### src/rtl/fma_sc_pkg.sv
package fma_sc_pkg;

  typedef enum logic [1:0] {
    CLS_ZERO = 2'd0,
    CLS_NORM = 2'd1,
    CLS_INF  = 2'd2,
    CLS_NAN  = 2'd3
  } opcls_e;

  typedef enum logic [2:0] {
    K_NANREQ   = 3'd0,
    K_INVALID  = 3'd1,
    K_INF_PROD = 3'd2,
    K_INF_ADD  = 3'd3,
    K_PASS_C   = 3'd4,
    K_ZERO     = 3'd5,
    K_DATAPATH = 3'd6
  } kind_e;

  localparam logic [1:0] RM_DOWN = 2'd2;

endpackage

### src/rtl/fma_sign_prep.sv
module fma_sign_prep (
  input  logic a_sgn,
  input  logic b_sgn,
  input  logic c_sgn,
  input  logic neg_addend,
  input  logic neg_product,
  output logic prod_sgn,
  output logic add_sgn
);
  // Effective signs, formed before any class-based decision.
  always_comb begin
    add_sgn  = c_sgn ^ neg_addend;
    prod_sgn = a_sgn ^ b_sgn ^ neg_product;
  end
endmodule

### src/rtl/fma_case_decode.sv
module fma_case_decode
  import fma_sc_pkg::*;
(
  input  opcls_e a_cls,
  input  opcls_e b_cls,
  input  opcls_e c_cls,
  input  logic   prod_sgn,
  input  logic   add_sgn,
  output kind_e  kind
);
  logic any_nan, ab_inf, ab_zero;

  always_comb begin
    any_nan = (a_cls == CLS_NAN) || (b_cls == CLS_NAN) || (c_cls == CLS_NAN);
    ab_inf  = (a_cls == CLS_INF)  || (b_cls == CLS_INF);
    ab_zero = (a_cls == CLS_ZERO) || (b_cls == CLS_ZERO);

    if (any_nan) begin
      kind = K_NANREQ;
    end else if (ab_inf && ab_zero) begin
      kind = K_INVALID;
    end else if (ab_inf) begin
      // Infinite product: cancels against an opposite infinite addend.
      if ((c_cls == CLS_INF) && (prod_sgn != add_sgn)) kind = K_INVALID;
      else                                             kind = K_INF_PROD;
    end else if (c_cls == CLS_INF) begin
      kind = K_INF_ADD;
    end else if (ab_zero) begin
      kind = (c_cls == CLS_NORM) ? K_PASS_C : K_ZERO;
    end else begin
      kind = K_DATAPATH;
    end
  end
endmodule

### src/rtl/fma_result_form.sv
module fma_result_form
  import fma_sc_pkg::*;
#(
  parameter int EXP_W  = 8,
  parameter int FRAC_W = 23
) (
  input  kind_e              kind,
  input  logic               prod_sgn,
  input  logic               add_sgn,
  input  logic [EXP_W-1:0]   c_exp,
  input  logic [FRAC_W-1:0]  c_frac,
  input  logic [1:0]         rnd_mode,
  input  logic               halve_result,
  input  logic               neg_result,
  output opcls_e             f_cls,
  output logic               f_sgn,
  output logic [EXP_W-1:0]   f_exp,
  output logic [FRAC_W-1:0]  f_frac,
  output logic               f_inv,
  output logic               f_nreq,
  output logic               f_dp
);
  localparam logic [FRAC_W-1:0] DNAN_FRAC = {1'b1, {(FRAC_W-1){1'b0}}};
  localparam logic [EXP_W-1:0]  EXP_ONE   = {{(EXP_W-1){1'b0}}, 1'b1};
  localparam logic [EXP_W-1:0]  EXP_MAX   = {EXP_W{1'b1}};

  logic zero_sgn;

  always_comb begin
    zero_sgn = (prod_sgn != add_sgn) ? (rnd_mode == RM_DOWN) : prod_sgn;

    f_cls  = CLS_NORM;
    f_sgn  = 1'b0;
    f_exp  = '0;
    f_frac = '0;
    f_inv  = 1'b0;
    f_nreq = 1'b0;
    f_dp   = 1'b0;

    unique case (kind)
      K_NANREQ: begin
        f_cls  = CLS_NAN;
        f_nreq = 1'b1;
      end
      K_INVALID: begin
        f_cls  = CLS_NAN;
        f_exp  = EXP_MAX;
        f_frac = DNAN_FRAC;
        f_inv  = 1'b1;
      end
      K_INF_PROD: begin
        f_cls = CLS_INF;
        f_exp = EXP_MAX;
        f_sgn = prod_sgn ^ neg_result;
      end
      K_INF_ADD: begin
        f_cls = CLS_INF;
        f_exp = EXP_MAX;
        f_sgn = add_sgn ^ neg_result;
      end
      K_PASS_C: begin
        f_cls  = CLS_NORM;
        f_exp  = halve_result ? (c_exp - EXP_ONE) : c_exp;
        f_frac = c_frac;
        f_sgn  = add_sgn ^ neg_result;
      end
      K_ZERO: begin
        f_cls = CLS_ZERO;
        f_sgn = zero_sgn ^ neg_result;
      end
      K_DATAPATH: begin
        f_cls = CLS_NORM;
        f_sgn = prod_sgn;
        f_dp  = 1'b1;
      end
      default: begin
        f_cls = CLS_NORM;
      end
    endcase
  end
endmodule

### src/rtl/fma_special_resolve.sv
module fma_special_resolve
  import fma_sc_pkg::*;
#(
  parameter int EXP_W  = 8,
  parameter int FRAC_W = 23
) (
  input  logic              clk,
  input  logic              rst,
  input  logic              in_valid,
  input  logic [1:0]        a_cls,
  input  logic              a_sgn,
  input  logic [1:0]        b_cls,
  input  logic              b_sgn,
  input  logic [1:0]        c_cls,
  input  logic              c_sgn,
  input  logic [EXP_W-1:0]  c_exp,
  input  logic [FRAC_W-1:0] c_frac,
  input  logic              neg_addend,
  input  logic              neg_product,
  input  logic              neg_result,
  input  logic              halve_result,
  input  logic [1:0]        rnd_mode,
  output logic              out_valid,
  output logic [1:0]        res_cls,
  output logic              res_sgn,
  output logic [EXP_W-1:0]  res_exp,
  output logic [FRAC_W-1:0] res_frac,
  output logic              invalid,
  output logic              nan_req,
  output logic              to_datapath
);
  logic              prod_sgn, add_sgn;
  kind_e             kind;
  opcls_e            f_cls;
  logic              f_sgn, f_inv, f_nreq, f_dp;
  logic [EXP_W-1:0]  f_exp;
  logic [FRAC_W-1:0] f_frac;

  fma_sign_prep u_sign (
    .a_sgn       (a_sgn),
    .b_sgn       (b_sgn),
    .c_sgn       (c_sgn),
    .neg_addend  (neg_addend),
    .neg_product (neg_product),
    .prod_sgn    (prod_sgn),
    .add_sgn     (add_sgn)
  );

  fma_case_decode u_dec (
    .a_cls    (opcls_e'(a_cls)),
    .b_cls    (opcls_e'(b_cls)),
    .c_cls    (opcls_e'(c_cls)),
    .prod_sgn (prod_sgn),
    .add_sgn  (add_sgn),
    .kind     (kind)
  );

  fma_result_form #(.EXP_W(EXP_W), .FRAC_W(FRAC_W)) u_form (
    .kind         (kind),
    .prod_sgn     (prod_sgn),
    .add_sgn      (add_sgn),
    .c_exp        (c_exp),
    .c_frac       (c_frac),
    .rnd_mode     (rnd_mode),
    .halve_result (halve_result),
    .neg_result   (neg_result),
    .f_cls        (f_cls),
    .f_sgn        (f_sgn),
    .f_exp        (f_exp),
    .f_frac       (f_frac),
    .f_inv        (f_inv),
    .f_nreq       (f_nreq),
    .f_dp         (f_dp)
  );

  always_ff @(posedge clk) begin
    if (rst) begin
      out_valid   <= 1'b0;
      res_cls     <= 2'd0;
      res_sgn     <= 1'b0;
      res_exp     <= '0;
      res_frac    <= '0;
      invalid     <= 1'b0;
      nan_req     <= 1'b0;
      to_datapath <= 1'b0;
    end else begin
      out_valid <= in_valid;
      if (in_valid) begin
        res_cls     <= f_cls;
        res_sgn     <= f_sgn;
        res_exp     <= f_exp;
        res_frac    <= f_frac;
        invalid     <= f_inv;
        nan_req     <= f_nreq;
        to_datapath <= f_dp;
      end
    end
  end
endmodule

### config.mk
export PLATFORM = sky130hd
export DESIGN_NAME = fma_special_resolve
export DESIGN_NICKNAME = d
export VERILOG_FILES = /design/src/rtl/fma_sc_pkg.sv /design/src/rtl/fma_sign_prep.sv /design/src/rtl/fma_case_decode.sv /design/src/rtl/fma_result_form.sv /design/src/rtl/fma_special_resolve.sv
export SDC_FILE = /design/constraint.sdc
export NUM_CORES = 1
export LEC_CHECK = 0
export BUFFER_PORTS_ARGS = -buffer_cell sky130_fd_sc_hd__buf_2
export CAP_MARGIN = 20
export CORE_UTILIZATION = 47
export CTS_CLUSTER_DIAMETER = 200
export DETAILED_ROUTE_END_ITERATION = 10
export GPL_ROUTABILITY_DRIVEN = 0
export PLACE_DENSITY_LB_ADDON = 0.08
export SLEW_MARGIN = 10
export SYNTH_ARGS = -nofsm -noshare
export SYNTH_HDL_FRONTEND = slang
export SYNTH_HIERARCHICAL = 1
export SYNTH_SLANG_ARGS = --single-unit
### constraint.sdc
create_clock -name clk -period 3.3 [get_ports clk]
set_input_delay 0.165 -clock clk [delete_from_list [all_inputs] [get_ports clk]]
set_output_delay 0.165 -clock clk [all_outputs]
set_load 0.02 [all_outputs]
======== Word-level counts from Yosys, hierarchy flattened ========
Index checks and enable logic that the tools add are counted.
word-level totals
  register bits after elaboration ......... 38
  output and inout port bits .............. 38
cells by class
  add/subtract/negate cells ............... 1
  equal/unequal tests ..................... 15
  mux-type cells .......................... 16
  bitwise gates (word level) .............. 6
  reductions and logical operators ........ 13
operators with widths
  operator               number
  $pmux W23 S2           1
  $pmux W8 S2            1
  $mux W3                5
  $eq A2 B2 Y1 const B   7
  $eq A3 B3 Y1 const B   3
  $mux W8                1
  $sub A8 B1 Y8 const B  1
  $eq A3 B2 Y1 const B   2
  $pmux W2 S3            1
  $reduce_or A2 Y1       3
  $xor A1 B1 Y1          6
  $mux W1                5
  $logic_not A2 Y1       2
  $logic_or A1 B1 Y1     4
  $pmux W1 S4            1
  $eq A3 B1 Y1 const B   1
  $logic_not A3 Y1       1
  $reduce_or A3 Y1       1
  $eq A2 B1 Y1 const B   1
  $logic_and A1 B1 Y1    2
  $mux W2                1
  $ne A1 B1 Y1           1

======== Depth between registers and ports, before layout ========
Gate-level depths: netlist (run 1).
  word-level depth ........................ 11
  mapped depth ............................ 11
  gate-level depth less buffers ........... 10

======== By module ========
The synthesis (run 1) kept the hierarchy.
modules (own cells, without submodules)
  module               times used  cells each  area an instance (um^2)  seq. area each (um^2)
  fma_special_resolve  1           121         1342.5                   760.7
  fma_result_form      1           80          504.2                    0.0
  fma_case_decode      1           19          123.9                    0.0
  fma_sign_prep        1           2           32.5                     0.0

======== Worst setup path after synthesis (run 1) ========
OpenSTA, ideal clock, no wires.
  path kind ............................... in2reg
  start point ............................. input neg_product
  end point ............................... register res_sgn
  setup time .............................. 117 ps
  arrival time ............................ 2335 ps
  setup slack ............................. 849 ps
  stages on the path ...................... 10
  path buffers ............................ 0
  cells stage by stage .................... xor3_1 > xnor2_1 > nand3_1 > o211a_1 > nor2b_4 > a31o_1 > or4_1 > a32o_1 > mux2i_1 > nor2_1
on the way
  longest elaborated chain between the ends .. 10
ends and longest elaborated chain
  element                                       line                       text
  from (decl)                                   fma_special_resolve.sv:19  input logic neg_product,
  $xor A1 B1 Y1 *                               fma_sign_prep.sv:13        prod_sgn = a_sgn ^ b_sgn ^ neg_product;
  $ne A1 B1 Y1 *                                fma_case_decode.sv:24      if ((c_cls == CLS_INF) && (prod_sgn != add_sgn)) kind = K_INVALID;
  $logic_and A1 B1 Y1 *                         fma_case_decode.sv:24
  $mux W2 *                                     fma_case_decode.sv:24
  $mux W3 *                                     fma_case_decode.sv:22      end else if (ab_inf) begin
  $mux W3 *                                     fma_case_decode.sv:20      end else if (ab_inf && ab_zero) begin
  $mux W3 *                                     fma_case_decode.sv:18      if (any_nan) begin
  net kind[0]                                   fma_special_resolve.sv:33  kind_e kind;
  $eq A3 B3 Y1 or $eq A3 B2 Y1 (tied branches)  fma_result_form.sv:40      unique case (kind)
  $reduce_or A2 Y1 (no source line)             n/a
  $pmux W1 S4 *                                 fma_result_form.sv:40
  net f_sgn                                     fma_special_resolve.sv:35  logic f_sgn, f_inv, f_nreq, f_dp;
  to (signal assigned)                          fma_special_resolve.sv:90  res_sgn <= f_sgn;
  to (decl)                                     fma_special_resolve.sv:25  output logic res_sgn,
Mark *: on every way through the listed nets, which the timed path passes. The rest lies on a longest branch.
A chain may end at the register's enable or synchronous reset.

======== Worst setup path in the final report (run 1) ========
  start point ............................. input neg_product
  end point ............................... register res_sgn
on the way
  longest elaborated chain between the ends .. 10
ends and longest elaborated chain
  element                                       line                       text
  $xor A1 B1 Y1 *                               fma_sign_prep.sv:13
  net prod_sgn                                  fma_special_resolve.sv:32  logic prod_sgn, add_sgn;
  $ne A1 B1 Y1 *                                fma_case_decode.sv:24
  $logic_and A1 B1 Y1 *                         fma_case_decode.sv:24
  $mux W2 *                                     fma_case_decode.sv:24
  $mux W3 *                                     fma_case_decode.sv:22
  $mux W3 *                                     fma_case_decode.sv:20
  $mux W3 *                                     fma_case_decode.sv:18
  net kind[1]                                   fma_special_resolve.sv:33
  $eq A3 B3 Y1 or $eq A3 B2 Y1 (tied branches)  fma_result_form.sv:40
  $reduce_or A2 Y1 (no source line)             n/a
  $pmux W1 S4 *                                 fma_result_form.sv:40
  net f_sgn                                     fma_special_resolve.sv:35
Marked as above.

==> metrics.md, run 1 <==
| Metric | Value |
|---|---|
| CTS clk-pin slew, worst paths | `0.08 ns` |
| CP max FO | `8` |
| Gate power share | `22.5%` |
| Critical path launch point type | `input port` |
| Clock skew | `0 ns` |
| Clk pwr share | `31.1%` |
| Starting Density | `49.4%` |
| Final nets | `355` |
| Slew HR | `26.1%` |
| WL/cell | `12.1 um` |
| Synth cell types | `43` |
| Post-route insts no fill | `356` |
| I/O pin count | `87` |
| Synth Area in Compound Gates | `9.18%` |
| Maximum vdd drop | `0.364 mV` |
| Vias per cell | `5.14` |
| Hold_buf cts | `0` |
| Synthesized area per cell | `9.02 um2` |
| Main synth FF type | `dfxtp_1` |
| All-Layer GR Usage | `19.5%` |
| Worst-Margin Slew | `1.11 ns` |
| Crit path top cell by count | `nor2_1` |
| CP max-delay cell | `xor3_1` |
| Pin count of the biggest net entering global routing | `39` |
| Number of global-route vias before repair | `1,588` |
| Post-synth net total | `272` |
| CTS root buffer | `clkbuf_8` |
| Ys Warns | `6` |
| Switching Share | `28.6%` |
| Final hold violations | `0` |
| # diodes | `0` |
| RSZ-0062 raised after global routing | `no` |
| Detailed placement HPWL | `2990 um` |
| CP delay by family, top | `compound AO/OA/AOI/OAI gates` |
| Layout area overhead | `26.6%` |
| DRC viols | `0` |
| PortBufs | `86` |
| Worst path max stage delay | `0.50 ns` |
| Post-synth EDFFs | `0` |
| Async S/R FF share, synth | `0%` |
| Placed insts | `348` |
| Share of cells above drive strength 1 | `33.3%` |
| CTS Buffer Depth | `2` |
| Mapped Cells | `222` |
| Global-route wire length before repair | `6770 um` |
| Cell area power density | `413 mW/mm2` |
| Fin. max-slew vios | `0` |
| Clk_lat worst skew | `0.28 ns` |
| Die Wd | `67.3 um` |
| Setup_tns | `0 ns` |
| Worst path arrival time | `2.72 ns` |
| Final period utilization | `78.0%` |
| Total congestion overflow | `0` |
| XOR/XNOR Fraction of Synth Area | `5.56%` |
| FF+latch count, synth | `38` |
| Sequential-to-total area share from yosys stat | `38.0%` |
| Post-Synth Adder-Cell Area | `0.625%` |
| Die area | `0.00453 mm2` |
| DRT antenna net count | `0` |
| TritonCTS buffer count | `5` |
| Cell Chain, Critical Path | `buf_2, xor3_1, xnor2_1, nand3_1, a31oi_1, buf_4, nor2_1, o2bb2ai_1, or4_1, a32o_1, mux2i_1, nor2_1` |
| Synthesized cell area | `0.00200 mm2` |
| Final setup vio count | `0` |
| Die H | `67.3 um` |
| CP endpoint kind | `flip-flop` |
| DR pass1 iterations | `4` |
| Multiplexer share of the synthesized area | `19.1%` |
| Simple-Gate Fraction of Synth Area | `21.8%` |
| Total Power | `1.05 mW` |
| HP Class | `input port to flip-flop` |
| TritonCTS Sinks | `38` |
| Sequential share of power | `46.4%` |
| Final WL | `4300 um` |
| Buf+Inv Stages, Crit Path | `2` |
| DRT iter0 DRCs | `115` |
| Fill count | `383` |
| NetSw | `300 uW` |
| H-tree levels | `2` |
| Minimum clock period | `2.58 ns` |
| CTS tree | `built` |
| P_int | `748 uW` |
| Worst hold slack | `0.251 ns` |
| Resized cells post-CTS | `0` |
| Max Cap Viol | `0` |
| Initial antenna violation count | `0` |
| Status | `complete, no violations` |
| Leak | `1.37 nW` |
| Row count | `23` |
| CP Class | `input port to flip-flop` |
| Postcts setup bufs | `0` |
| Largest family of logic cells by synthesized area | `simple AND/OR/NAND/NOR gates` |
| Max Clock Freq | `388 MHz` |
| Via count | `1,831` |
| Core area | `0.00406 mm2` |
| WP data required | `3.45 ns` |
## layout by cell type (no fill, tap or decap), drive strengths merged, types with 2 or more instances in the layout
cell     n
dfxtp   38
nor2    43
nand2b   2
a31o     2
o31ai    2
nor4b    2
mux2i   37
clkbuf   6
inv      7
buf     90
xor2     5
nand2    6
nor2b    2
nor3b    2
nand3    2
nor3     3
xnor2    5
and3    22
a21boi   2
o21ai   10
## per-stage QoR
step                setup slack (ns)  cell area [um2]  utilization [%]
global placement               0.530             2440             60.2
floorplan                      0.849             2000                -
global route                   0.458             2540             62.5
finish                         0.724             2540             62.5
CTS                            0.723             2540             62.5
detailed placement             0.425             2440             60.2
## power by group through the flow
stage / combinational [mW] / clock (mW) / sequential [mW]
floorplan: 0.134 / 0 / 0.519
global placement: 0.234 / 0 / 0.496
detailed placement: 0.237 / 0 / 0.496
CTS: 0.238 / 0.337 / 0.486
global route: 0.263 / 0.352 / 0.488
finish: 0.236 / 0.326 / 0.486
## synth_stat cells (2+ instances only)
library cell  instances  area [um2]
nand2b_1              2        12.5
buf_2                 3        15.0
dfxtp_1              38         761
nor3_1                3        15.0
o31ai_1               2        15.0
xnor2_1               5        43.8
clkbuf_1              6        22.5
nor3b_1               2        15.0
nand2_1               6        22.5
nor2_1               43         161
and3_1               22         138
buf_8                 2        30.0
nor4b_1               2        17.5
nand3_1               2        10.0
xor2_1                5        43.8
inv_1                 7        26.3
o21ai_0              10        50.1
mux2i_1              37         370
## worst reg2reg max path: stages (launching register included)
cell,delay [ns]
dfxtp_1,0.32
mux2i_1,0.13
nor2_1,0.06
## cells by family (layout without fill, tap and decap cells)
family                   Yosys count  after routing
flip-flops                        38             38
AND/OR/NAND/NOR                   87             87
multiplexers                      38             38
buffers and inverters             21            105
adder cells (fa/ha/maj)            1              1
AO/OA/AOI/OAI                     26             26
XOR/XNOR                          11             11
## per-layer routing
metal  routed length (um)  share of wire, %  up-vias  GRT usage, %
met5                    0                 0        -             0
met4                   36              0.84        0          6.38
met3                  231               5.4        4          5.41
met2                 1980                46       46          31.5
met1                 2060                48      841          25.0
li1                     -                 -      940             -
## sequential cells by signal (all words and copies together), names as in the netlist
| name | count |
|---|---|
| invalid | 1 |
| nan_req | 1 |
| out_valid | 1 |
| res_cls | 2 |
| res_exp | 8 |
| res_frac | 23 |
| res_sgn | 1 |
| to_datapath | 1 |
## final cells by class
cell class | instances | area, um2 | share of cell area [%]
multi-input cells | 163 | 1130 | 44.6
flip-flops and latches | 38 | 761 | 30.0
repair buffers | 90 | 460 | 18.2
clock buffers | 6 | 82.6 | 3.26
well taps | 50 | 62.6 | 2.47
inverters | 7 | 26.3 | 1.04
clock inverters | 2 | 12.5 | 0.493
## worst paths after layout
check	start	end	slack, ns	cells after the start
hold / removal	c_frac[0]	res_frac[0]	0.25	4
setup / recovery	neg_product	res_sgn	0.72	12
hold reg to reg	res_frac[6]	res_frac[6]	0.49	2
setup reg to reg	res_frac[10]	res_frac[10]	2.66	2
No activity file was read; power rests on OpenSTA's default activity.
==> inputs of run 2 (changes only) <==
--- a/config.mk
+++ b/config.mk
@@ -7,7 +7,7 @@
 export LEC_CHECK = 0
 export BUFFER_PORTS_ARGS = -buffer_cell sky130_fd_sc_hd__buf_2
 export CAP_MARGIN = 20
-export CORE_UTILIZATION = 47
+export CORE_UTILIZATION = 43
 export CTS_CLUSTER_DIAMETER = 200
 export DETAILED_ROUTE_END_ITERATION = 10
 export GPL_ROUTABILITY_DRIVEN = 0
==> constraint.sdc (replaced) <==
create_clock -name clk -period 2.22 [get_ports clk]
set_input_delay 0.111 -clock clk [delete_from_list [all_inputs] [get_ports clk]]
set_output_delay 0.111 -clock clk [all_outputs]
set_load 0.02 [all_outputs]
==> run 2 against run 1 <==
Effect of this change: final cell count grew 5.3%; sequential power grew 49%; routed wire length grew 5.9%; die area grew 9.0%; setup slack lost 0.68 ns; critical endpoint unchanged; largest power group unchanged; highest routed layer unchanged.
==> metrics.md, run 2 (synthesis results as in run 1) <==
| Metric | Value |
|---|---|
| Status | `complete, no violations` |
| Max Clock Freq | `461 MHz` |
| Grt met2 use | `32.1%` |
| Clock skew | `0 ns` |
| CP max-delay cell | `or4_1` |
| Largest reg by FF count | `res_frac` |
| CP delay by family, top | `simple AND/OR/NAND/NOR gates` |
| Clk_lat worst skew | `0.28 ns` |
| Setup_tns | `0 ns` |
| Maximum vdd drop | `0.371 mV` |
| Multi-input logic area | `0.00113 mm2` |
| Final nets | `372` |
| Resized cells post-CTS | `0` |
| Final WL | `4560 um` |
| Number of global-route vias before repair | `1,776` |
| Worst path arrival time | `2.32 ns` |
| Fill count | `427` |
| HP Class | `input port to flip-flop` |
| Postcts setup bufs | `0` |
| Starting Density | `45.4%` |
| Fin. max-slew vios | `0` |
| Detailed placement HPWL | `3260 um` |
| TritonCTS Sinks | `38` |
| Die area | `0.00494 mm2` |
| Max reg flops | `23` |
| Slew HR | `55.5%` |
| TritonCTS buffer count | `5` |
| Via count | `1,870` |
| DRT iter0 DRCs | `76` |
| I/O pin count | `87` |
| Minimum clock period | `2.17 ns` |
| Worst hold slack | `0.196 ns` |
| Critical path launch point type | `input port` |
| RSZ-0062 raised after global routing | `yes` |
| R2r setup slk | `1.59 ns` |
| Final setup vio count | `0` |
| Commonest non-fill, non-tap cell in the layout | `buf_2` |
| Share of cells above drive strength 1 | `37.2%` |
| Row count | `24` |
| Initial antenna violation count | `0` |
| Crit path top cell by count | `nor2_1` |
| DR pass1 iterations | `4` |
| Register area | `761 um2` |
| Die Wd | `70.3 um` |
| Final hold violations | `0` |
| Top Usage Layer GRT | `met2` |
| Pin count of the biggest net entering global routing | `39` |
| Layout area overhead | `33.8%` |
| H-tree levels | `2` |
| CP max FO | `5` |
| CP endpoint kind | `flip-flop` |
| Leak | `1.45 nW` |
| All-Layer GR Usage | `19.3%` |
| CTS clk-pin slew, worst paths | `0.07 ns` |
| Commonest non-fill, non-tap cells in the layout | `buf_2 (86), nor2_1 (43), dfxtp_1 (38)` |
| Cell area power density | `594 mW/mm2` |
| Biggest registers after layout | `res_frac (23), res_exp (8), res_cls (2)` |
| CTS tree | `built` |
| Vias per cell | `4.99` |
| Worst path max stage delay | `0.47 ns` |
| CP Class | `input port to flip-flop` |
| Max Cap Viol | `0` |
| Total congestion overflow | `0` |
| WP data required | `2.37 ns` |
| GR met1 Demand/Resource | `23.5%` |
| CTS root buffer | `clkbuf_8` |
| # diodes | `0` |
| Cell Chain, Critical Path | `buf_2, xor3_2, xnor2_1, nand3_1, a31oi_1, buf_4, nor2_1, o2bb2ai_1, or4_1, a32o_1, mux2i_1, nor2_1` |
| DRC viols | `0` |
| Buf+Inv Stages, Crit Path | `2` |
| PortBufs | `86` |
| Die H | `70.3 um` |
| Core area | `0.00441 mm2` |
| Final core utilization | `60.7%` |
| CTS Buffer Depth | `2` |
| Worst-Margin Slew | `0.668 ns` |
| DRT antenna net count | `0` |
| Global-route wire length before repair | `7670 um` |
| M3 GR Usage | `4.47%` |
| Hold_buf cts | `0` |
| Final period utilization | `97.8%` |
| WL/cell | `12.2 um` |
==> run 2: path summary, 6_finish.rpt <==
path / startpoint / end / depth (start not counted)
worst min-delay path: c_frac[21] / res_frac[21] / 4
worst min register to register: res_frac[11] / res_frac[11] / 2
worst max register to register: res_frac[16] / res_frac[16] / 2
worst max-delay path: neg_product / res_sgn / 12
==> run 2: per-stage QoR <==
step / power [mW] / setup WS, ns / instances / instance area, um2
2_1_floorplan: 0.973 / -0.149 / 222 / 2010
6_report: 1.59 / 0.0485 / 375 / 2680
3_5_place_dp: 1.12 / -0.260 / 367 / 2580
3_3_place_gp: 1.12 / -0.208 / 367 / 2580
5_1_grt: 1.68 / -0.143 / 375 / 2680
4_1_cts: 1.61 / 0.0293 / 375 / 2680
==> run 2: routing by layer <==
| layer | part of all wire [%] | wire length, um | vias to the layer above |
|---|---|---|---|
| met1 | 47 | 2120 | 839 |
| met5 | 0 | 0 | - |
| met2 | 47 | 2160 | 47 |
| met3 | 3.7 | 170 | 11 |
| li1 | - | - | 973 |
| met4 | 2.1 | 97 | 0 |
==> run 2: layout make-up <==
cell class / count / area share, %
well taps: 52 / 2.43
multi-input cells: 163 / 42.3
inverters: 7 / 0.980
repair buffers: 107 / 22.4
flip-flops and latches: 38 / 28.4
clock inverters: 2 / 0.467
clock buffers: 6 / 3.08
==> run 2: power by group <==
part	switching, mW	internal (mW)
combinational	0.205	0.180
clock	0.235	0.249
sequential	0.0128	0.709
==> run 2: tightest hold or removal path, cell delays in order <==
cell and delay, ns:
buf_2 0.07, and3_1 0.13, mux2i_1 0.06, nor2_1 0.07
